**config.mk**
```make
export PLATFORM = sky130hd
export DESIGN_NAME = cbl_mgr
export DESIGN_NICKNAME = d
export VERILOG_FILES = /design/src/rtl/cbl_pkg.sv /design/src/rtl/cbl_entry_ram.sv /design/src/rtl/cbl_match.sv /design/src/rtl/cbl_mgr.sv
export SDC_FILE = /design/constraint.sdc
export NUM_CORES = 1
export LEC_CHECK = 0
export BUFFER_PORTS_ARGS = -buffer_cell sky130_fd_sc_hd__buf_2
export CORE_ASPECT_RATIO = 2
export CORE_UTILIZATION = 40
export CTS_CLUSTER_SIZE = 20
export DETAILED_ROUTE_END_ITERATION = 8
export GPL_TIMING_DRIVEN = 0
export PLACE_DENSITY = 0.62
export SLEW_MARGIN = 5
export SYNTH_ARGS = -nofsm -noshare
export SYNTH_HDL_FRONTEND = slang
export SYNTH_SLANG_ARGS = --single-unit
export TNS_END_PERCENT = 100
```
**constraint.sdc**
```tcl
create_clock -name clk -period 6.18 [get_ports clk]
set_input_delay 0.309 -clock clk [delete_from_list [all_inputs] [get_ports clk]]
set_output_delay 0.309 -clock clk [all_outputs]
set_load 0.01 [all_outputs]
```
**src/rtl/cbl_pkg.sv**
```systemverilog
package cbl_pkg;
  localparam int PTR_W = 8;
  localparam logic [PTR_W-1:0] NULL_PTR = 8'hFF;

  typedef enum logic [3:0] {
    OP_WRITE     = 4'd0,
    OP_READ      = 4'd1,
    OP_PUSH_FREE = 4'd2,
    OP_PUSH_DISC = 4'd3,
    OP_POP_FREE  = 4'd4,
    OP_ALLOC     = 4'd5,
    OP_FIND      = 4'd6,
    OP_UNLINK    = 4'd7,
    OP_LOOKUP    = 4'd8
  } op_e;

  typedef enum logic [2:0] {
    S_IDLE,
    S_READ,
    S_POP,
    S_WALK,
    S_UNLINK
  } state_e;
endpackage

```
**src/rtl/cbl_entry_ram.sv**
```systemverilog
module cbl_entry_ram #(
  parameter int DEPTH = 16,
  parameter int KEY_W = 8,
  parameter int PTR_W = 8,
  localparam int AW = $clog2(DEPTH)
) (
  input  logic             clk,
  input  logic [AW-1:0]    rd_addr,
  input  logic [AW-1:0]    wr_addr,
  input  logic             we_next,
  input  logic             we_key,
  input  logic             we_tag,
  input  logic             we_ten,
  input  logic [PTR_W-1:0] wr_next,
  input  logic [KEY_W-1:0] wr_key,
  input  logic [PTR_W-1:0] wr_tag,
  input  logic             wr_ten,
  output logic [PTR_W-1:0] q_next,
  output logic [KEY_W-1:0] q_key,
  output logic [PTR_W-1:0] q_tag,
  output logic             q_ten
);
  // One array per field so each has its own write enable; synchronous read.
  logic [PTR_W-1:0] mem_next [DEPTH];
  logic [KEY_W-1:0] mem_key  [DEPTH];
  logic [PTR_W-1:0] mem_tag  [DEPTH];
  logic             mem_ten  [DEPTH];

  always_ff @(posedge clk) begin
    if (we_next) mem_next[wr_addr] <= wr_next;
    q_next <= mem_next[rd_addr];
  end

  always_ff @(posedge clk) begin
    if (we_key) mem_key[wr_addr] <= wr_key;
    q_key <= mem_key[rd_addr];
  end

  always_ff @(posedge clk) begin
    if (we_tag) mem_tag[wr_addr] <= wr_tag;
    q_tag <= mem_tag[rd_addr];
  end

  always_ff @(posedge clk) begin
    if (we_ten) mem_ten[wr_addr] <= wr_ten;
    q_ten <= mem_ten[rd_addr];
  end
endmodule

```
**src/rtl/cbl_match.sv**
```systemverilog
module cbl_match #(
  parameter int KEY_W = 8,
  parameter int PTR_W = 8
) (
  input  logic             by_tag,
  input  logic [KEY_W-1:0] ent_key,
  input  logic [PTR_W-1:0] ent_tag,
  input  logic [KEY_W-1:0] want_key,
  input  logic [PTR_W-1:0] want_tag,
  output logic             hit
);
  always_comb begin
    if (by_tag) hit = (ent_tag == want_tag);
    else        hit = (ent_key == want_key);
  end
endmodule

```
**src/rtl/cbl_mgr.sv**
```systemverilog
module cbl_mgr
  import cbl_pkg::*;
#(
  parameter int NUM_ENTRIES = 16,
  parameter int KEY_W = 8
) (
  input  logic             clk,
  input  logic             rst,
  input  logic             cmd_start,
  input  logic [3:0]       cmd_op,
  input  logic [7:0]       cmd_idx,
  input  logic [7:0]       cmd_aux,
  input  logic [KEY_W-1:0] cmd_key,
  input  logic             cmd_ten,
  output logic             busy,
  output logic             done,
  output logic [7:0]       rsp_idx,
  output logic [7:0]       rsp_prev,
  output logic [7:0]       rsp_data,
  output logic             rsp_wb,
  output logic [7:0]       free_head,
  output logic [7:0]       disc_head
);
  localparam int AW    = $clog2(NUM_ENTRIES);
  localparam int CNT_W = $clog2(NUM_ENTRIES + 1);
  localparam logic [CNT_W-1:0] STEP_MAX = CNT_W'(NUM_ENTRIES);

  state_e           state;
  logic [PTR_W-1:0] cur, prev_q, aux_q;
  logic [KEY_W-1:0] key_q;
  logic             src_disc, by_tag_q, lookup_q;
  logic [CNT_W-1:0] steps;

  logic [PTR_W-1:0] rd_ptr;
  logic [AW-1:0]    rd_addr, wr_addr;
  logic             we_next, we_key, we_tag, we_ten;
  logic [PTR_W-1:0] wr_next, wr_tag;
  logic [KEY_W-1:0] wr_key;
  logic             wr_ten;
  logic [PTR_W-1:0] q_next, q_tag;
  logic [KEY_W-1:0] q_key;
  logic             q_ten;
  logic             hit;
  logic             accept;

  assign busy    = (state != S_IDLE);
  assign accept  = cmd_start && (state == S_IDLE);
  assign rd_addr = rd_ptr[AW-1:0];

  cbl_entry_ram #(
    .DEPTH(NUM_ENTRIES), .KEY_W(KEY_W), .PTR_W(PTR_W)
  ) u_ram (
    .clk(clk), .rd_addr(rd_addr), .wr_addr(wr_addr),
    .we_next(we_next), .we_key(we_key), .we_tag(we_tag), .we_ten(we_ten),
    .wr_next(wr_next), .wr_key(wr_key), .wr_tag(wr_tag), .wr_ten(wr_ten),
    .q_next(q_next), .q_key(q_key), .q_tag(q_tag), .q_ten(q_ten)
  );

  cbl_match #(.KEY_W(KEY_W), .PTR_W(PTR_W)) u_match (
    .by_tag(by_tag_q), .ent_key(q_key), .ent_tag(q_tag),
    .want_key(key_q), .want_tag(aux_q), .hit(hit)
  );

  // Read address and write port control.
  always_comb begin
    rd_ptr  = cur;
    wr_addr = cmd_idx[AW-1:0];
    we_next = 1'b0;
    we_key  = 1'b0;
    we_tag  = 1'b0;
    we_ten  = 1'b0;
    wr_next = NULL_PTR;
    wr_key  = cmd_key;
    wr_tag  = cmd_aux;
    wr_ten  = cmd_ten;
    case (state)
      S_IDLE: begin
        if (accept) begin
          case (op_e'(cmd_op))
            OP_WRITE: begin
              we_key = 1'b1;
              we_tag = 1'b1;
              we_ten = 1'b1;
            end
            OP_PUSH_FREE: begin
              we_next = 1'b1;
              wr_next = free_head;
              we_tag  = 1'b1;
              wr_tag  = NULL_PTR;
            end
            OP_PUSH_DISC: begin
              we_next = 1'b1;
              wr_next = disc_head;
            end
            OP_READ, OP_FIND, OP_UNLINK: rd_ptr = cmd_idx;
            OP_POP_FREE: rd_ptr = free_head;
            OP_ALLOC:    rd_ptr = (free_head != NULL_PTR) ? free_head : disc_head;
            OP_LOOKUP:   rd_ptr = disc_head;
            default:     rd_ptr = cur;
          endcase
        end
      end
      S_WALK: begin
        if (!hit && q_next != NULL_PTR && steps != STEP_MAX) rd_ptr = q_next;
      end
      S_UNLINK: begin
        if (aux_q != NULL_PTR) begin
          we_next = 1'b1;
          wr_addr = aux_q[AW-1:0];
          wr_next = q_next;
        end
      end
      default: rd_ptr = cur;
    endcase
  end

  always_ff @(posedge clk) begin
    if (rst) begin
      state     <= S_IDLE;
      free_head <= NULL_PTR;
      disc_head <= NULL_PTR;
      done      <= 1'b0;
      rsp_idx   <= NULL_PTR;
      rsp_prev  <= NULL_PTR;
      rsp_data  <= NULL_PTR;
      rsp_wb    <= 1'b0;
      cur       <= NULL_PTR;
      prev_q    <= NULL_PTR;
      aux_q     <= NULL_PTR;
      key_q     <= '0;
      src_disc  <= 1'b0;
      by_tag_q  <= 1'b0;
      lookup_q  <= 1'b0;
      steps     <= '0;
    end else begin
      done <= 1'b0;
      case (state)
        S_IDLE: begin
          if (accept) begin
            aux_q    <= cmd_aux;
            key_q    <= cmd_key;
            rsp_idx  <= NULL_PTR;
            rsp_prev <= NULL_PTR;
            rsp_data <= NULL_PTR;
            rsp_wb   <= 1'b0;
            case (op_e'(cmd_op))
              OP_WRITE: begin
                done    <= 1'b1;
                rsp_idx <= cmd_idx;
              end
              OP_PUSH_FREE: begin
                free_head <= cmd_idx;
                done      <= 1'b1;
                rsp_idx   <= cmd_idx;
              end
              OP_PUSH_DISC: begin
                disc_head <= cmd_idx;
                done      <= 1'b1;
                rsp_idx   <= cmd_idx;
              end
              OP_READ: begin
                cur   <= cmd_idx;
                state <= S_READ;
              end
              OP_POP_FREE: begin
                if (free_head == NULL_PTR) done <= 1'b1;
                else begin
                  cur      <= free_head;
                  src_disc <= 1'b0;
                  state    <= S_POP;
                end
              end
              OP_ALLOC: begin
                if (free_head != NULL_PTR) begin
                  cur      <= free_head;
                  src_disc <= 1'b0;
                  state    <= S_POP;
                end else if (disc_head != NULL_PTR) begin
                  cur      <= disc_head;
                  src_disc <= 1'b1;
                  state    <= S_POP;
                end else done <= 1'b1;
              end
              OP_FIND: begin
                if (cmd_idx == NULL_PTR) done <= 1'b1;
                else begin
                  cur      <= cmd_idx;
                  prev_q   <= NULL_PTR;
                  by_tag_q <= (cmd_aux != NULL_PTR);
                  lookup_q <= 1'b0;
                  steps    <= CNT_W'(1);
                  state    <= S_WALK;
                end
              end
              OP_LOOKUP: begin
                if (disc_head == NULL_PTR) done <= 1'b1;
                else begin
                  cur      <= disc_head;
                  prev_q   <= NULL_PTR;
                  by_tag_q <= 1'b0;
                  lookup_q <= 1'b1;
                  steps    <= CNT_W'(1);
                  state    <= S_WALK;
                end
              end
              OP_UNLINK: begin
                cur   <= cmd_idx;
                state <= S_UNLINK;
              end
              default: done <= 1'b1;
            endcase
          end
        end
        S_READ: begin
          done     <= 1'b1;
          rsp_idx  <= q_next;
          rsp_data <= q_tag;
          state    <= S_IDLE;
        end
        S_POP: begin
          done    <= 1'b1;
          rsp_idx <= cur;
          rsp_wb  <= src_disc;
          if (src_disc) disc_head <= q_next;
          else          free_head <= q_next;
          state   <= S_IDLE;
        end
        S_WALK: begin
          if (hit) begin
            done     <= 1'b1;
            rsp_prev <= prev_q;
            rsp_data <= q_tag;
            if (lookup_q) rsp_idx <= q_ten ? NULL_PTR : q_tag;
            else          rsp_idx <= cur;
            state    <= S_IDLE;
          end else if (q_next == NULL_PTR || steps == STEP_MAX) begin
            done  <= 1'b1;
            state <= S_IDLE;
          end else begin
            prev_q <= cur;
            cur    <= q_next;
            steps  <= steps + CNT_W'(1);
          end
        end
        S_UNLINK: begin
          if (aux_q == NULL_PTR) disc_head <= q_next;
          done    <= 1'b1;
          rsp_idx <= cur;
          state   <= S_IDLE;
        end
        default: state <= S_IDLE;
      endcase
    end
  end
endmodule

```
==> summary.txt <==
Global routing
  – GRT Total Usage: 23.7%
  – GR Overflow Total: 0
  – Vias in the first global route: 13,600
  – Global-route wire length before repair: approximately 89,000 um
  – Initial antenna violation count: 1
  – Largest net degree at the start of global routing: 18

Synthesis
  – Main synth FF type: edfxtp_1
  – Synth Warn #: 0
  – Post-Syn Area per Cell: 13.8 um^2
  – Sequential share of the synthesized area: 68.2%
  – Mapped cell area: 0.0208 mm^2
  – Post-Syn Nets: 1,543
  – Top cells by area, synth: edfxtp_1 58%, dfxtp_1 11%, mux2i_1 10%
  – Synth cell types: 64
  – Cell taking the most area after synthesis: edfxtp_1
  – Yosys reg bits: 510
  – Share of the synthesized area in the top cell type: 57.7%
  – Syn Inst Count: 1,509
  – Asr flop ratio synth: 0%
  – Post-synth EDFFs: 400

Power and ir drop
  – LEAKAGE: 9.15 nW
  – Total power: 7.56 mW
  – Power Density: 322 mW/mm^2
  – Maximum VDD drop: approximately 0.23 mV

Clock tree
  – Clk Latency, worst-skew pair: 0.60 ns
  – Htree depth: 2
  – TritonCTS buffer count: 44
  – CTS Buffer Depth: 3
  – Cts repair resizes: 0
  – CTS Hold Buffers Added: 0
  – Clock transition at the registers of the reported paths: 0.07 ns
  – Setup bufs post-CTS: 0
  – CTS tree: built
  – CTS sink cnt: 510
  – Clock tree root driver cell: clkbuf_16

Finish
  – Final Util: a little under half
  – Area Growth Syn to Fin: 12.9%
  – Nets: about 1,700
  – Post-route design area: 0.0235 mm^2
  – Antenna Cells: 0
  – Share of cells above drive strength 1: 11.6%

Place
  – Final GP Congestion: 0.951
  – Post-DP Area: 0.0220 mm^2
  – Final HPWL DP: around 48,000 um
  – Count of input and output buffers: 69

Job
  – Total of max-cap violations: 0

Timing
  – Highest clock rate: 206 MHz
  – Worst rel slew slack: roughly a tenth
  – Max-slew violation count: 0
  – Final hold vios: 0
  – Slew @ Worst Pin: between 1 and 1.5 ns
  – Fin Setup TNS: 0 ns
  – Final worst-path cycle share: approximately four fifths
  – Setup violations, final: 0
  – Post-route minimum period: approximately 4.8 ns
  – RSZ-0062 raised after global routing: false
  – Clock Skew: 0.0221 ns

Hold path
  – Worst Hold Class: primary input to register
  – Hold path start: cmd_aux[5]
  – Hold path depth: 3
  – Hold EP: aux_q[5]$_SDFFE_PP1P_

Detailed routing
  – DRT iter0 DRCs: about 970
  – DR vias: approximately 13,000
  – Antenna-violating nets left: 0
  – Drt pass-1 iters: 8
  – DR vias/cell: ~5.7
  – Drt wl/cell: 26.9 um
  – DRT Wirelength: 62,400 um
  – DRC viols: 1

Worst setup path
  – Crit path kind: register to register
  – Worst setup EP type: register
  – CP max stage delay: about 0.80 ns
  – Req. time, crit path: 6.62 ns
  – Worst R2R Path Depth: 8
  – Critical path's slowest cell: clkbuf_1
  – RR Startpoint: free_head[2]$_SDFFE_PP1P_
  – Crit Path Max Fanout: 10
  – CP Launch Type: register
  – CP Cell Sequence: nand4_1, nor3_1, o21a_1, o2bb2ai_1, o211ai_1, clkbuf_1, o22ai_1, or4_1
  – Arrival @ worst endpoint: 5.29 ns
  – R2R Setup Slk: 1.33 ns
  – Reg2reg end: u_ram.q_key[0]$_DFF_P_

Floorplanning
  – Die ar.: 0.0530 mm^2
  – Die Wd: around 160 um
  – Rows: 118
  – Die Y: 325 um
  – Boundary Pins: 75
  – Initial core utilization: 40.4%
  – Core area: 0.0515 mm^2

Run status
  – Status: complete, but fails checks
  – Violated checks: design-rule violations
-- worst max-delay path by stage --
stage / start / end / slack (ns) / depth (start not counted)
after floorplan: steps[0]$_SDFFE_PP0P_ / u_ram.q_key[4]$_DFF_P_ / 3.04 / 13
after global placement: steps[0]$_SDFFE_PP0P_ / u_ram.q_key[0]$_DFF_P_ / 1.51 / 9
after detailed placement: cmd_op[3] / u_ram.q_key[0]$_DFF_P_ / 1.50 / 9
after CTS: free_head[3]$_SDFFE_PP1P_ / u_ram.q_key[0]$_DFF_P_ / 1.55 / 8
after global routing: free_head[3]$_SDFFE_PP1P_ / u_ram.q_key[0]$_DFF_P_ / 1.25 / 8
final: free_head[2]$_SDFFE_PP1P_ / u_ram.q_key[0]$_DFF_P_ / 1.33 / 8
-- flip-flops by register name, indices dropped and copies added (netlist names), 16 cells and up --
name            cells
u_ram.mem_key     128
u_ram.mem_ten      16
u_ram.mem_tag     128
u_ram.mem_next    128
-- layer usage --
layer	vias up	global-route usage, %	wire [um]
met3	194	3.29	2740
met1	6467	21.7	19700
met2	471	45.3	34700
li1	6017	-	-
met4	2	18.5	5250
met5	-	0	8
-- synth_stat cells, types with 5 or more instances --
cell type	n
xor2_1	5
nor3b_1	5
mux2i_1	214
o21bai_1	12
buf_2	31
nand2_1	83
inv_1	9
nor2b_1	11
nand3_1	18
o21ai_0	16
nand4_1	16
a21oi_1	43
o22ai_1	114
nand2b_1	33
a31oi_1	8
nand3b_1	13
a211oi_1	27
edfxtp_1	400
nor3_1	21
dfxtp_1	110
or4_1	25
buf_4	7
clkbuf_1	49
xnor2_1	15
o211ai_1	6
nor2_1	127
a211o_1	25
or2_2	7
-- critical path, delay by kind of cell (launching register included) --
kind | cells | cell delay [ns]
compound gates | 4 | 1.63
buf+inv | 1 | 0.80
simple gates | 3 | 1.67
flops | 1 | 0.58
-- where the power goes --
part	leakage, nW	internal, mW	switching (mW)
Sequential	4.80	3.76	0.108
Combinational	3.64	0.285	0.505
Clock	0.719	1.61	1.30
-- cells in the final DEF, fill, tap and decap left out, types with 7 or more instances in the layout --
| cell type | netlist | layout |
|---|---|---|
| a211o_1 | 25 | 25 |
| a211oi_1 | 27 | 26 |
| a21oi_1 | 43 | 43 |
| a31oi_1 | 8 | 8 |
| buf_2 | 31 | 100 |
| buf_4 | 7 | 7 |
| clkbuf_1 | 49 | 60 |
| clkbuf_16 | 0 | 44 |
| dfxtp_1 | 110 | 110 |
| edfxtp_1 | 400 | 400 |
| inv_1 | 9 | 9 |
| mux2i_1 | 214 | 214 |
| nand2_1 | 83 | 83 |
| nand2b_1 | 33 | 33 |
| nand3_1 | 18 | 18 |
| nand3b_1 | 13 | 13 |
| nand4_1 | 16 | 16 |
| nor2_1 | 127 | 127 |
| nor2b_1 | 11 | 11 |
| nor3_1 | 21 | 21 |
| o21ai_0 | 16 | 16 |
| o21bai_1 | 12 | 12 |
| o22ai_1 | 114 | 114 |
| or2_2 | 7 | 7 |
| or4_1 | 25 | 25 |
| xnor2_1 | 15 | 15 |
-- stage by stage --
| step | cells | setup slack, ns | hold WS [ns] |
|---|---|---|---|
| 2_1_floorplan | 1509 | 3.04 | 0.408 |
| 5_1_grt | 2317 | 1.25 | 0.0498 |
| 3_3_place_gp | 2238 | 1.51 | 0.444 |
| 3_5_place_dp | 2238 | 1.50 | 0.445 |
| 6_report | 2317 | 1.33 | 0.0588 |
| 4_1_cts | 2317 | 1.55 | 0.0245 |
-- kinds of logic after synthesis --
logic type | share of synthesized area, %
DFF | 68.2
and+or+nand+nor | 8.99
AOI/OAI and AO/OA | 9.01
muxes | 10.5
buffers and inverters | 2.26
xor gates and xnor gates | 0.841
adders and majority gates | 0.120
-- cell type report --
type,count,area (um^2)
Buffer,92,433
Clock buffer,56,1160
Clock inverter,23,344
Fill cell,4640,28000
Inverter,10,37.5
Multi-Input combinational cell,897,6160
Sequential cell,510,14200
Tap cell,660,826
Timing Repair Buffer,69,345
No activity file was read; power rests on OpenSTA's default activity.
